==> src/rtl/xbm_pkg.sv <==
package xbm_pkg;
    typedef enum logic [2:0] {
        S_IDLE,
        S_FETCH,
        S_SWR,
        S_SWR_ACK,
        S_FLUSH
    } xbm_state_e;
endpackage

==> src/rtl/xbm_lanes.sv <==
module xbm_lanes (
    input  logic [1:0]  width,
    input  logic [2:0]  addr_lo,
    input  logic [3:0]  be,
    input  logic [31:0] wdata,
    input  logic [63:0] dw_in,
    output logic [7:0]  mask8,
    output logic [63:0] wdw,
    output logic [31:0] rdata
);
    logic [2:0] base;
    int         nb;

    always_comb begin
        nb    = (width == 2'd0) ? 1 : (width == 2'd1) ? 2 : 4;
        base  = addr_lo & ~(3'(nb - 1));
        mask8 = '0;
        wdw   = '0;
        rdata = '0;
        for (int k = 0; k < 4; k++) begin
            if (k < nb && be[k]) begin
                mask8[int'(base) + k]          = 1'b1;
                wdw[(int'(base) + k) * 8 +: 8] = wdata[k * 8 +: 8];
                rdata[k * 8 +: 8]              = dw_in[(int'(base) + k) * 8 +: 8];
            end
        end
    end
endmodule

==> src/rtl/xbm_store.sv <==
module xbm_store #(
    parameter int NDW   = 4,
    parameter int IDX_W = $clog2(NDW)
) (
    input  logic             clk,
    input  logic             fill_we,
    input  logic [IDX_W-1:0] fill_idx,
    input  logic [63:0]      fill_dat,
    input  logic             byte_we,
    input  logic [IDX_W-1:0] byte_idx,
    input  logic [7:0]       byte_mask,
    input  logic [63:0]      byte_dat,
    input  logic [IDX_W-1:0] rd_idx_a,
    output logic [63:0]      rd_a,
    input  logic [IDX_W-1:0] rd_idx_b,
    output logic [63:0]      rd_b
);
    logic [63:0] ent [NDW];

    for (genvar g = 0; g < NDW; g++) begin : g_ent
        logic [63:0] q;
        always_ff @(posedge clk) begin
            if (fill_we && fill_idx == IDX_W'(g)) begin
                q <= fill_dat;
            end else if (byte_we && byte_idx == IDX_W'(g)) begin
                for (int b = 0; b < 8; b++) begin
                    if (byte_mask[b]) q[b * 8 +: 8] <= byte_dat[b * 8 +: 8];
                end
            end
        end
        assign ent[g] = q;
    end

    assign rd_a = ent[rd_idx_a];
    assign rd_b = ent[rd_idx_b];
endmodule

==> src/rtl/xbm_bridge.sv <==
module xbm_bridge
    import xbm_pkg::*;
#(
    parameter int ADDR_W  = 32,
    parameter int NDW     = 4,
    localparam int IDX_W   = $clog2(NDW),
    localparam int BLK_LSB = IDX_W + 3,
    localparam int TAG_W   = ADDR_W - BLK_LSB,
    localparam int LEN_W   = IDX_W + 1
) (
    input  logic              clk,
    input  logic              rst_n,
    input  logic [1:0]        cfg_width,
    input  logic [IDX_W-1:0]  cfg_pf,
    input  logic              ext_req,
    input  logic              ext_rd,
    input  logic              ext_burst,
    input  logic              ext_last,
    input  logic [ADDR_W-1:0] ext_addr,
    input  logic [3:0]        ext_be,
    input  logic [31:0]       ext_wdata,
    output logic [31:0]       ext_rdata,
    output logic              ext_rdy,
    output logic              sb_req,
    output logic              sb_we,
    output logic [ADDR_W-1:0] sb_addr,
    output logic [LEN_W-1:0]  sb_len,
    output logic [7:0]        sb_be,
    output logic [63:0]       sb_wdata,
    input  logic [63:0]       sb_rdata,
    input  logic              sb_ack
);
    xbm_state_e state_q, state_nx;

    logic [TAG_W-1:0]       tag_q;
    logic                   tag_ok_q;
    logic [NDW-1:0]         vld_q;
    logic                   gath_q;
    logic [NDW-1:0][7:0]    gmask_q;
    logic [IDX_W-1:0]       glo_q, ghi_q, f_start_q, f_end_q, beat_q;
    logic [ADDR_W-4:0]      sw_dwa_q;
    logic [7:0]             sw_mask_q;
    logic [63:0]            sw_dat_q;

    logic [TAG_W-1:0]  blk;
    logic [IDX_W-1:0]  d_idx, f_end_nx, glo_nx, ghi_nx;
    logic              same_blk, rd_hit, rd_miss, gw_ok, need_flush, sw_go;
    logic [7:0]        ln_mask;
    logic [63:0]       ln_wdw, rd_a, rd_b;

    assign blk      = ext_addr[ADDR_W-1:BLK_LSB];
    assign d_idx    = ext_addr[BLK_LSB-1:3];
    assign same_blk = tag_ok_q && (tag_q == blk);

    // Request decode, meaningful in IDLE only
    always_comb begin
        rd_hit     = ext_req && ext_rd && !gath_q && same_blk && vld_q[d_idx];
        rd_miss    = ext_req && ext_rd && !gath_q && !rd_hit;
        gw_ok      = ext_req && !ext_rd && ext_burst && (!gath_q || same_blk);
        need_flush = gath_q && ext_req && !gw_ok;
        sw_go      = ext_req && !ext_rd && !ext_burst && !gath_q;
    end

    // Prefetch span, clipped at the block end
    always_comb begin
        int cnt;
        int e;
        cnt = ext_burst ? int'(cfg_pf) + 1 : 1;
        e   = int'(d_idx) + cnt - 1;
        if (e > NDW - 1) e = NDW - 1;
        f_end_nx = IDX_W'(e);
        glo_nx   = (gath_q && glo_q < d_idx) ? glo_q : d_idx;
        ghi_nx   = (gath_q && ghi_q > d_idx) ? ghi_q : d_idx;
    end

    xbm_lanes u_lanes (
        .width   (cfg_width),
        .addr_lo (ext_addr[2:0]),
        .be      (ext_be),
        .wdata   (ext_wdata),
        .dw_in   (rd_a),
        .mask8   (ln_mask),
        .wdw     (ln_wdw),
        .rdata   (ext_rdata)
    );

    xbm_store #(.NDW(NDW)) u_store (
        .clk       (clk),
        .fill_we   (state_q == S_FETCH && sb_ack),
        .fill_idx  (beat_q),
        .fill_dat  (sb_rdata),
        .byte_we   (state_q == S_IDLE && gw_ok),
        .byte_idx  (d_idx),
        .byte_mask (ln_mask),
        .byte_dat  (ln_wdw),
        .rd_idx_a  (d_idx),
        .rd_a      (rd_a),
        .rd_idx_b  (beat_q),
        .rd_b      (rd_b)
    );

    // State register
    always_ff @(posedge clk or negedge rst_n) begin
        if (!rst_n) state_q <= S_IDLE;
        else        state_q <= state_nx;
    end

    // Next-state
    always_comb begin
        state_nx = state_q;
        unique case (state_q)
            S_IDLE: begin
                if (need_flush)            state_nx = S_FLUSH;
                else if (rd_miss)          state_nx = S_FETCH;
                else if (sw_go)            state_nx = S_SWR;
                else if (gw_ok && ext_last) state_nx = S_FLUSH;
            end
            S_FETCH:   if (sb_ack && beat_q == f_end_q) state_nx = S_IDLE;
            S_SWR:     if (sb_ack) state_nx = S_SWR_ACK;
            S_SWR_ACK: state_nx = S_IDLE;
            S_FLUSH:   if (sb_ack && beat_q == ghi_q) state_nx = S_IDLE;
            default:   state_nx = S_IDLE;
        endcase
    end

    // Buffer bookkeeping
    always_ff @(posedge clk or negedge rst_n) begin
        if (!rst_n) begin
            tag_q     <= '0;
            tag_ok_q  <= 1'b0;
            vld_q     <= '0;
            gath_q    <= 1'b0;
            gmask_q   <= '0;
            glo_q     <= '0;
            ghi_q     <= '0;
            f_start_q <= '0;
            f_end_q   <= '0;
            beat_q    <= '0;
            sw_dwa_q  <= '0;
            sw_mask_q <= '0;
            sw_dat_q  <= '0;
        end else begin
            unique case (state_q)
                S_IDLE: begin
                    if (need_flush) begin
                        beat_q <= glo_q;
                    end else if (rd_miss) begin
                        if (!same_blk) vld_q <= '0;
                        tag_q     <= blk;
                        tag_ok_q  <= 1'b1;
                        f_start_q <= d_idx;
                        f_end_q   <= f_end_nx;
                        beat_q    <= d_idx;
                    end else if (sw_go) begin
                        vld_q     <= '0;
                        sw_dwa_q  <= ext_addr[ADDR_W-1:3];
                        sw_mask_q <= ln_mask;
                        sw_dat_q  <= ln_wdw;
                    end else if (gw_ok) begin
                        vld_q    <= '0;
                        tag_q    <= blk;
                        tag_ok_q <= 1'b1;
                        gath_q   <= 1'b1;
                        glo_q    <= glo_nx;
                        ghi_q    <= ghi_nx;
                        beat_q   <= glo_nx;
                        for (int i = 0; i < NDW; i++) begin
                            if (i == int'(d_idx))
                                gmask_q[i] <= (gath_q ? gmask_q[i] : 8'h00) | ln_mask;
                            else if (!gath_q)
                                gmask_q[i] <= 8'h00;
                        end
                    end
                end
                S_FETCH: begin
                    if (sb_ack) begin
                        vld_q[beat_q] <= 1'b1;
                        beat_q        <= beat_q + 1'b1;
                    end
                end
                S_FLUSH: begin
                    if (sb_ack) begin
                        beat_q <= beat_q + 1'b1;
                        if (beat_q == ghi_q) begin
                            gath_q   <= 1'b0;
                            gmask_q  <= '0;
                            tag_ok_q <= 1'b0;
                        end
                    end
                end
                default: ;
            endcase
        end
    end

    // Outputs
    always_comb begin
        ext_rdy  = 1'b0;
        sb_req   = 1'b0;
        sb_we    = 1'b0;
        sb_addr  = '0;
        sb_len   = '0;
        sb_be    = '0;
        sb_wdata = '0;
        unique case (state_q)
            S_IDLE:    ext_rdy = rd_hit || gw_ok;
            S_FETCH: begin
                sb_req  = 1'b1;
                sb_addr = {tag_q, f_start_q, 3'b000};
                sb_len  = LEN_W'(f_end_q) - LEN_W'(f_start_q) + LEN_W'(1);
            end
            S_SWR: begin
                sb_req   = 1'b1;
                sb_we    = 1'b1;
                sb_addr  = {sw_dwa_q, 3'b000};
                sb_len   = LEN_W'(1);
                sb_be    = sw_mask_q;
                sb_wdata = sw_dat_q;
            end
            S_SWR_ACK: ext_rdy = 1'b1;
            S_FLUSH: begin
                sb_req   = 1'b1;
                sb_we    = 1'b1;
                sb_addr  = {tag_q, glo_q, 3'b000};
                sb_len   = LEN_W'(ghi_q) - LEN_W'(glo_q) + LEN_W'(1);
                sb_be    = gmask_q[beat_q];
                sb_wdata = rd_b;
            end
            default: ;
        endcase
    end


    sb_hold_chk: assert property (@(posedge clk) disable iff (!rst_n)
        sb_req && !sb_ack |=> sb_req && $stable(sb_addr) && $stable(sb_len) && $stable(sb_we));


    hit_quiet_chk: assert property (@(posedge clk) disable iff (!rst_n)
        ext_req && ext_rdy && ext_rd |-> !sb_req);


    wr_inval_chk: assert property (@(posedge clk) disable iff (!rst_n)
        ext_req && ext_rdy && !ext_rd |=> vld_q == '0);


    fetch_span_chk: assert property (@(posedge clk) disable iff (!rst_n)
        sb_req && !sb_we |-> (int'(sb_addr[BLK_LSB-1:3]) + int'(sb_len)) <= NDW);


    gath_quiet_chk: assert property (@(posedge clk) disable iff (!rst_n)
        ext_req && ext_rdy && !ext_rd && ext_burst |-> !sb_req);
endmodule

==> config.mk <==
export PLATFORM = sky130hd
export DESIGN_NAME = xbm_bridge
export DESIGN_NICKNAME = d
export VERILOG_FILES = /design/src/rtl/xbm_pkg.sv /design/src/rtl/xbm_lanes.sv /design/src/rtl/xbm_store.sv /design/src/rtl/xbm_bridge.sv
export SDC_FILE = /design/constraint.sdc
export NUM_CORES = 1
export LEC_CHECK = 0
export ABC_AREA = 1
export BUFFER_PORTS_ARGS = -buffer_cell sky130_fd_sc_hd__buf_2
export CAP_MARGIN = 10
export CORE_AREA = 2 2 302 304
export DETAILED_ROUTE_END_ITERATION = 12
export DIE_AREA = 0 0 304 306
export PLACE_DENSITY = 0.53
export SETUP_SLACK_MARGIN = 0.2
export SYNTH_ARGS = -nofsm -noshare
export SYNTH_HDL_FRONTEND = slang
export SYNTH_HIERARCHICAL = 1
export SYNTH_SLANG_ARGS = --single-unit
==> constraint.sdc <==
create_clock -name clk -period 3.57 [get_ports clk]
set_input_delay 0.357 -clock clk [delete_from_list [all_inputs] [get_ports clk]]
set_output_delay 0.357 -clock clk [all_outputs]
set_load 0.01 [all_outputs]
Word-level counts from Yosys, hierarchy flattened
Cells that the tools add are included.
Storage, ports and cells
  register bits: 435
  input port bits: 143
  output and inout port bits: 142
  word-level logic and storage cells: 396
Cells by class
  add/sub/neg operators: 16
  magnitude comparators: 20
  equality and inequality tests: 36
  shifts and indexed selects: 12
  multiplexer cells: 112
  bitwise logic cells: 17
  reduce and logical (&&, ||, !) cells: 134
Operator list (number)
  2-to-1 mux 64 bit: 16
  binary-select mux 64 bit (select 2 bit): 2
  variable shift 8 x 33 -> 64 bit, first input constant: 4
  indexed part select 8 x 33 -> 64 bit: 4
  2-to-1 mux 8 bit: 25
  bitwise mux 64 bit: 3
  2-to-1 mux 32 bit: 6
  indexed part select 64 x 32 -> 8 bit: 3
  case mux 64 bit (2 select lines): 1
  negator 32 -> 33 bit: 3
  >= comparator 32 x 1 -> 1 bit, second input constant: 3
  less-than comparator 32 x 5 -> 1 bit, second input constant: 3
  case mux 32 bit (3 select lines): 1
  2-to-1 mux 27 bit: 3
  nonzero test 2 bit: 40
  bitwise AND 64 bit: 1
  less-than comparator 3 x 32 -> 1 bit, first input constant: 2
  case mux 32 bit (2 select lines): 1
  AND reduction 2 bit: 32
  indexed part select 64 x 7 -> 8 bit: 1
  OR 8 bit: 7
  logical AND 1 bit: 37
  negator 6 -> 33 bit: 1
  less-than comparator 1 x 32 -> 1 bit, first input constant: 1
  62 further kinds: 147

Logic depth before layout (Yosys ltp)
Gate-level depths: netlist of run 1.
  depth in word-level cells: 24
  mapped depth: 20
  depth with buffers taken out: 18

Hierarchy
Netlist of run 1, hierarchy kept.
Modules (own cells, without submodules)
  xbm_store: times used 1, cells an instance 2435, area each 17003.8 um2
  xbm_bridge: times used 1, cells an instance 1285, area each 9801.9 um2
  xbm_lanes: times used 1, cells an instance 954, area each 4464.3 um2

Least setup slack after synthesis of run 1
OpenSTA, ideal clock, no wires.
  path kind: input to register
  start: input cfg_width[0]
  end: register u_store.g_ent[3].q[56], enable pin
  setup time: 0.384 ns
  arrival: 2.912 ns
  setup slack: 0.274 ns
  stages on the path: 12
  buffers on the path: 5
  cells stage by stage: nor2_4 > nand2_2 > buf_6 > buf_2 > buf_2 > ha_1 > clkbuf_1 > clkbuf_1 > nand3_1 > o211ai_1 > inv_1 > o21ai_0
On the way
  longest elaborated chain between the ends: 19
RTL lines
  start, declared: line xbm_bridge.sv:13  | input logic [1:0] cfg_width,
  equality test 2 x 1 -> 1 bit: line xbm_lanes.sv:15  | nb = (width == 2'd0) ? 1 : (width == 2'd1) ? 2 : 4;
  2-to-1 mux 3 bit: line xbm_lanes.sv:15
  2-to-1 mux 3 bit (*): line xbm_lanes.sv:15
  subtractor 3 x 2 -> 3 bit: line xbm_lanes.sv:16  | base = addr_lo & ~(3'(nb - 1));
  NOT 3 bit: line xbm_lanes.sv:16
  bitwise AND 3 bit: line xbm_lanes.sv:16
  adder 3 x 1 -> 4 bit (tied with other cells): line xbm_lanes.sv:22  | mask8[int'(base) + k] = 1'b1;
  >= comparator 32 x 1 -> 1 bit (not written as such) (tied with other cells): line xbm_lanes.sv:22
  [4 not listed]
  2-to-1 mux 8 bit: line xbm_lanes.sv:21  | if (k < nb && be[k]) begin
  OR 8 bit (no source line)
  2-to-1 mux 8 bit: line xbm_lanes.sv:21
  OR 8 bit (no source line)
  2-to-1 mux 8 bit (*): line xbm_lanes.sv:21
  named net ln_mask[7]: line xbm_bridge.sv:48  | logic [7:0] ln_mask;
  nonzero test 2 bit (no source line) (*)
  AND reduction 2 bit (no source line) (*)
  end signal, assigned: line xbm_store.sv:24  | q <= fill_dat;
  end signal, assigned by index: line xbm_store.sv:27  | if (byte_mask[b]) q[b * 8 +: 8] <= byte_dat[b * 8 +: 8];
  end, declared: line xbm_store.sv:21  | logic [63:0] q;
The timed path passes the listed nets; every way through them passes the cells marked *.
A chain may end at the register's enable or synchronous reset.

Worst setup path after layout of run 1
  start: register beat_q[1]
  end: output sb_wdata[51]
On the way
  longest elaborated chain between the ends: 5
RTL lines
  start, declared: line xbm_bridge.sv:40  | logic [IDX_W-1:0] glo_q, ghi_q, f_start_q, f_end_q, beat_q;
  start signal, assigned: line xbm_bridge.sv:146  | beat_q <= glo_q;
  start signal, assigned: line xbm_bridge.sv:153  | beat_q <= d_idx;
  start signal, assigned: line xbm_bridge.sv:166  | beat_q <= glo_nx;
  NOT 2 -> 3 bit (not written as such): line xbm_store.sv:35  | assign rd_b = ent[rd_idx_b];
  binary-select mux 64 bit (select 2 bit): line xbm_store.sv:35
  2-to-1 mux 64 bit (not written as such) (2 in series): line xbm_store.sv:35
  named net rd_b[51]: line xbm_bridge.sv:49  | logic [63:0] ln_wdw, rd_a, rd_b;
  case mux 64 bit (2 select lines): line xbm_bridge.sv:205  | unique case (state_q)
  end, declared: line xbm_bridge.sv:29  | output logic [63:0] sb_wdata,
The timed path passes the listed nets, and every way through them passes these cells. The select of a mux whose other input is x is not followed.

==> results.md, run 1 <==
- Reg-to-Reg Start: state_q[1]$_DFFE_PN0P_
- Routed vias/inst: 5.31
- Total wire length: 135000 µm
- CP Launch Point: beat_q[1]$_DFFE_PN0P_
- RR Endpoint: u_store/g_ent[0].q[58]$_DFFE_PP_
- Longest Clk Path Bufs: 3
- Syn Inst Count: 4674
- Initial antenna violation count: 26
- Crit-path max FO: 23
- Routed len/inst: 22.1 µm
- Sinks on Clock Net: 435
- Core footprint: 89600 µm²
- Final hold viol count: 0
- Setup TNS: 0 ns
- Root buffer cell: clkbuf_16
- Share of layout cells above drive strength 1: 0.123
- Fmax: 315 MHz
- Post-DP HPWL: 92700 µm
- RSZ-0062 raised after global routing: no
- Initial Utilization: 0.349
- Tightest Hold Check Type: in -> reg
- Placed cell area: 34200 µm²
- Pin count of the biggest net entering global routing: 100
- Sequential-to-total area share from yosys stat: 0.389
- Worst Reg2Reg Path Length in Cells: 6
- GP Congestion: 1.06
- Buffers on Ports: 281
- Via Count: 32500
- Worst slew pin tran: 1.17 ns
- Setup crit start kind: flip-flop
- Fillers: 9587
- Die height: 306 µm
- # rows: 110
- Min cycle time layout: 3.17 ns
- Post-route clock period utilization: 0.889
- Library cells used by synthesis: 50
- Internal reg-to-reg setup slack: 0.67 ns
- Drt pass-1 iters: 6
- Worst setup endpoint: sb_wdata[51]
- Final Setup Violations: 0
- Setup Skew: 0.0179 ns
- Post-Synthesis Cell Area: 31300 µm²
- Synth async-reset ratio: 0.411
- Critical path required time: 3.21 ns
- Final std cells w/o fill: 6109
- Initial DRC count: 3358
- Grt ovf: 0
- Synth Flop Type: edfxtp_1
- Num CTS Buffers: 54
- Clock-pin slew of the registers on the worst-case setup and hold paths: 0.06 ns
- Critical path type: reg -> out
- Number of global-route vias before repair: 29800
- Die area: 93000 µm²
- Setup WS pre-CTS: 0.0510 ns
- Synth Register Bits: 435
- Crit. End Element: primary output
- Design Area, Final: 36000 µm²
- Max Cap Viol: 0
- Worst ir drop on vdd: 0.000511 V
- Pwr dens: 603 nW/µm²
- Max-slew violations: 0
- DRC: 0
- Avg Cell Area, Syn: 6.69 µm²
- Post-DRT Antenna Nets: 0
- Gr usage total: 0.281
- CTS tree: built
- Post-route setup slack: 0.398 ns
- Rel. slew slack: 0.217
- Worst endpoint data arrival time: 2.82 ns
- Top Ports: 285
- Placed insts: 5983
- Power, Total: 21.7 mW
- Synth Warn #: 6
- First-pass GRT wire length: 198000 µm
- Leakage dissipation: 18.3 nW
- EDFF count, synth: 256
- Die W: 304 µm
- Skew-Pair Late Insertion Delay: 0.63 ns
- Nets: 5055
- Status: finished clean
- Synthesis-to-layout area growth: 15.2%
- H-tree levels: 2
==> per-layer routing <==
metal	global-route usage	wire (µm)	up-vias
met5	0	154	-
met3	0.0469	11500	300
li1	-	-	15500
met1	0.376	56200	15200
met4	0.118	6010	24
met2	0.448	61100	1462
==> through the flow <==
stage          hold slack, ns  utilization
3_5_place_dp            0.405        0.381
2_1_floorplan          0.0614            -
6_report               0.0312        0.402
4_1_cts               0.00518        0.402
5_1_grt                0.0328        0.402
3_3_place_gp            0.403        0.381
==> cells in the final DEF, fill, tap and decap left out, drive strengths merged <==
| cell type | n |
|---|---|
| nand2 | 1734 |
| inv | 639 |
| nand3 | 465 |
| buf | 430 |
| o21ai | 334 |
| edfxtp | 256 |
| nor2 | 250 |
| dfrtp | 179 |
| nand4 | 177 |
| a21oi | 165 |
| clkbuf | 91 |
| o22ai | 52 |
| ha | 34 |
| a22o | 25 |
| nor3 | 14 |
| o211ai | 12 |
| diode | 11 |
| dlygate4sd3 | 11 |
| nand3b | 11 |
| clkinv | 10 |
| a22oi | 8 |
| xnor2 | 6 |
| clkinvlp | 3 |
| conb | 3 |
| o221ai | 2 |
| xor2 | 2 |
| a21boi | 2 |
| o32ai | 2 |
| a211oi | 1 |
| o21bai | 1 |
| a221oi | 1 |
| fa | 1 |
| bufinv | 1 |
==> worst min-delay path by stage <==
| stage | start | end | slack, ns | depth (start not counted) |
|---|---|---|---|---|
| 3_3_place_gp | rst_n | sw_dat_q[3]$_DFFE_PN0P_ | 0.40 | 1 |
| 5_1_grt | ext_addr[29] | tag_q[24]$_DFFE_PN0P_ | 0.03 | 3 |
| 4_1_cts | ext_addr[11] | tag_q[6]$_DFFE_PN0P_ | 0.005 | 3 |
| 3_5_place_dp | rst_n | sw_dat_q[3]$_DFFE_PN0P_ | 0.40 | 1 |
| 6_report | ext_addr[7] | tag_q[2]$_DFFE_PN0P_ | 0.03 | 3 |
| 2_1_floorplan | rst_n | beat_q[0]$_DFFE_PN0P_ | 0.06 | 0 |
==> flip-flops by register name (all words and copies together) (netlist names), 3 cells and up <==
signal,flops
sw_dwa_q,29
tag_q,27
vld_q,4
sw_mask_q,8
u_store/g_ent.q,256
sw_dat_q,64
state_q,3
gmask_q,32
==> worst max-delay path, cell delays in order (launching register included) <==
cell	delay, ns
dfrtp_4	0.62
inv_2	0.58
buf_4	0.27
nand3_1	0.09
nand2_1	0.06
nand2_1	0.06
o21ai_0	0.17
buf_4	0.20
buf_2	0.13
==> what timing repair did <==
| item | 4_1_cts | 5_1_grt |
|---|---|---|
| gates cloned | 0 | 1 |
| resized for setup | 1 | 1 |
| setup buffers | 2 | 0 |
| pin swaps | 0 | 0 |
| endpoints found under the hold margin | 72 | 0 |
| hold buffers | 11 | 0 |
| endpoints found under the setup margin | 12 | 14 |
==> where the power goes <==
part	leakage (nW)	internal [mW]	switching (mW)
clock	0.807	3.06	2.31
combinational	13.0	2.83	6.77
sequential	4.57	6.24	0.511
total	18.3	12.1	9.59
==> layout make-up <==
| cell class | count | area (µm²) | share of cell area |
|---|---|---|---|
| multi-input cells | 3302 | 15200 | 0.423 |
| flip-flops and latches | 435 | 12200 | 0.338 |
| repair buffers | 442 | 3010 | 0.0836 |
| inverters | 642 | 2420 | 0.0673 |
| clock buffers | 90 | 1570 | 0.0435 |
| well taps | 1176 | 1470 | 0.0408 |
| clock inverters | 11 | 110 | 0.00306 |
| diodes | 11 | 27.5 | 0.000764 |
==> cell usage after synthesis, types with 5 or more instances <==
master,count,area [µm²]
nor2_4,7,78.8
nand3_1,458,2290
nand2_2,16,100
xnor2_1,5,43.8
ha_1,34,425
buf_1,17,63.8
a21oi_1,163,816
o21ai_1,75,375
a22o_1,22,193
nand2_1,1713,6430
nand3_2,6,60.1
nor3_1,11,55.1
o22ai_1,52,325
o21ai_0,249,1250
nand4_1,176,1100
edfxtp_1,256,7690
o21ai_2,10,87.6
o211ai_1,12,90.1
nor2_2,11,68.8
buf_6,17,191
clkbuf_1,63,236
inv_2,19,71.3
buf_2,181,906
nand3b_1,11,82.6
a22oi_1,8,60.1
nor2_1,230,863
buf_4,20,150
dfrtp_1,179,4480
inv_1,618,2320
==> logic make-up (layout without fill, tap and decap cells) <==
| group | count (synthesis) | in the layout | synth area share |
|---|---|---|---|
| buffers and inverters | 940 | 1185 | 0.127 |
| other | 1 | 14 | 0.000120 |
| and+or+nand+nor | 2650 | 2651 | 0.361 |
| AOI/OAI and AO/OA | 605 | 605 | 0.107 |
| DFF | 435 | 435 | 0.389 |
| xor gates and xnor gates | 8 | 8 | 0.00248 |
| adders and majority gates | 35 | 35 | 0.0142 |
(Power assumes the default switching activity.)
==> run 2, diff against run 1 <==
--- a/config.mk
+++ b/config.mk
@@ -5,12 +5,11 @@
 export SDC_FILE = /design/constraint.sdc
 export NUM_CORES = 1
 export LEC_CHECK = 0
-export ABC_AREA = 1
 export BUFFER_PORTS_ARGS = -buffer_cell sky130_fd_sc_hd__buf_2
 export CAP_MARGIN = 10
-export CORE_AREA = 2 2 302 304
+export CORE_AREA = 2 2 279 281
 export DETAILED_ROUTE_END_ITERATION = 12
-export DIE_AREA = 0 0 304 306
+export DIE_AREA = 0 0 281 283
 export PLACE_DENSITY = 0.53
 export SETUP_SLACK_MARGIN = 0.2
 export SYNTH_ARGS = -nofsm -noshare
==> results.md, run 2 <==
- Critical path type: in -> out
- Final hold slack: 0.0751 ns
- Worst Reg2Reg Path Length in Cells: 8
- Initial antenna violation count: 12
- GP Congestion: 1.01
- Worst hold path depth: 2
- Synth async-reset ratio: 0.411
- Num CTS Buffers: 51
- Hold path start: sb_rdata[35]
- Top-area cell type share of the netlist area: 0.289
- Top Ports: 285
- Reg-to-Reg Start: tag_q[12]$_DFFE_PN0P_
- Routed vias/inst: 5.94
- Buffers on Ports: 281
- Syn Inst Count: 1911
- Sequential-to-total area share from yosys stat: 0.457
- Largest Register: u_store/g_ent.q
- Most frequent CP cell: buf_4
- Avg Cell Area, Syn: 13.9 µm²
- Switching pwr: 6.70 mW
- Synth top cells by count: mux2_2, edfxtp_1, dfrtp_1
- Grt ovf: 0
- H-tree levels: 2
- Initial DRC count: 2267
- Critical path required time: 3.21 ns
- Pin count of the biggest net entering global routing: 83
- Switching portion of total power: 0.343
- Sequential share of power: 0.363
- Synth Register Bits: 435
- Root buffer cell: clkbuf_16
- Synth Flop Type: edfxtp_1
- First-pass GRT wire length: 140000 µm
- Post-DP HPWL: 68800 µm
- Pwr dens: 614 nW/µm²
- Max-slew violations: 0
- Crit-path max FO: 23
- Crit-path cells: buf_2, nor3b_4, buf_4, buf_4, buf_4, mux4_1, nor2_1, nor4_1, buf_2
- Library cells used by synthesis: 87
- Core footprint: 76700 µm²
- Count leader, synth: mux2_2
- Routed len/inst: 29.4 µm
- CTS tree: built
- Share of layout cells above drive strength 1: 0.466
- CP Launch Point: cfg_width[0]
- Gr usage total: 0.241
- Setup Skew: 0.0333 ns
- Most frequent cells in the layout: mux2_2, buf_2, edfxtp_1, dfrtp_1, mux4_2
- Tightest Hold Check Type: in -> reg
- Crit. End Element: primary output
- Post-Synthesis Cell Area: 26600 µm²
- Total wire length: 97700 µm
- Synth area leaders: edfxtp_1, dfrtp_1, mux2_2, mux4_2, a22o_1
- Clock-pin slew of the registers on the worst-case setup and hold paths: 0.06 ns
- EDFF count, synth: 256
- Status: finished clean
- Worst ir drop on vdd: 0.000422 V
- Longest Clk Path Bufs: 3
- Final hold viol count: 0
- Synth area leader: edfxtp_1
- Rel. slew slack: 0.239
- Nets: 2422
- Crit-path slowest cell: nor4_1
- # rows: 102
- Setup TNS: 0 ns
- Post-DRT Antenna Nets: 0
- Synth Warn #: 6
- Post-CTS setup buffer count: 0
- DRC: 0
- Sinks on Clock Net: 435
- Final Setup Violations: 0
- Worst slew pin tran: 1.12 ns
- Setup crit start kind: primary input
- Drt pass-1 iters: 5
- Slowest cell delay on critical path: 0.83 ns
- Synthesis-to-layout area growth: 19.5%
- RSZ-0062 raised after global routing: yes
- Fmax: 290 MHz
- Commonest non-fill, non-tap cell in the layout: mux2_2
- Clock power share: 0.270
- Die W: 281 µm
- Leakage dissipation: 13.4 nW
- Power share of the combinational group: 0.366
- Post-route clock period utilization: 0.965
- Fillers: 7229
- Die area: 79500 µm²
- Worst endpoint data arrival time: 3.09 ns
- Power Internal: 12.8 mW
- Max FFs per register: 256
- Die height: 283 µm
- Via Count: 19700
- Skew-Pair Late Insertion Delay: 0.61 ns
- Initial Utilization: 0.347
- Max Cap Viol: 0
- Largest registers: u_store/g_ent.q: 256 flops, sw_dat_q: 64 flops, gmask_q: 32 flops
- Number of global-route vias before repair: 19500
- Min cycle time layout: 3.45 ns
-- run 2: layout make-up --
class	instances	area (µm²)	area share
clock buffer	76	1480	0.0466
antenna	2	5.00	0.000157
multi-input combinational	1293	13500	0.425
tap	1040	1300	0.0409
clock inverter	18	190	0.00598
timing repair buffer	438	3030	0.0954
inverter	25	93.8	0.00295
sequential	435	12200	0.383
-- run 2: power by group through the flow --
stage | Combinational (mW) | Clock, mW | Sequential (mW)
floorplan | 4.81 | 0 | 6.84
global placement | 7.09 | 0 | 7.13
detailed placement | 7.14 | 0 | 7.18
CTS | 7.19 | 5.40 | 7.09
global route | 7.58 | 5.59 | 7.22
finish | 7.15 | 5.27 | 7.09
-- run 2: cell families after synthesis --
family	after synthesis	share of synthesized area
multiplexers	563	0.308
flip-flops	435	0.457
AO/OA/AOI/OAI	357	0.105
XOR/XNOR	39	0.0136
AND/OR/NAND/NOR	296	0.0621
other	1	0.000141
adder cells (fa/ha/maj)	35	0.0167
buffers and inverters	185	0.0366
-- run 2: path summary, 6_finish.rpt --
kind                                                          to  slack (ns)
worst max-delay path                                ext_rdata[7]        0.12
worst min-delay path            u_store/g_ent[3].q[35]$_DFFE_PP_        0.08
worst max register to register  u_store/g_ent[0].q[63]$_DFFE_PP_        0.41
worst min register to register           sw_dwa_q[1]$_DFFE_PN0P_        0.49
max in group asynchronous               sw_dat_q[61]$_DFFE_PN0P_        2.30
min in group asynchronous                sw_dwa_q[6]$_DFFE_PN0P_        0.33
-- run 2: metal layers --
metal / vias to the layer above / wire length [µm] / global-route usage
li1: 8313 / - / -
met2: 1050 / 45000 / 0.374
met1: 10200 / 40700 / 0.337
met5: - / 148 / 0.00977
met3: 186 / 8520 / 0.0462
met4: 10 / 3320 / 0.0753
-- run 2: repair_timing --
| item | in CTS | in global routing |
|---|---|---|
| hold endpoints to repair | 133 | 0 |
| gates resized for setup | 0 | 4 |
| hold buffers | 29 | 0 |
| endpoints found under the setup margin | 5 | 26 |
| pin swaps | 2 | 0 |
-- run 2: stage by stage --
stage | total power [mW] | setup WS, ns | std cells | util | cell area (µm²)
final | 19.5 | 0.124 | 3327 | 0.414 | 31800
after detailed placement | 14.3 | 0.0288 | 3202 | 0.389 | 29800
after global routing | 20.4 | 0.135 | 3326 | 0.414 | 31800
after floorplan | 11.7 | 0.205 | 1913 | - | 26600
after global placement | 14.2 | 0.120 | 3202 | 0.389 | 29800
after CTS | 19.7 | 0.237 | 3325 | 0.414 | 31800
-- run 2: worst max-delay path: cells and delay by family --
kind                   cells  cell delay (ns)
multiplexers               1             0.30
buffers and inverters      5             1.19
AND/OR/NAND/NOR            3             1.21
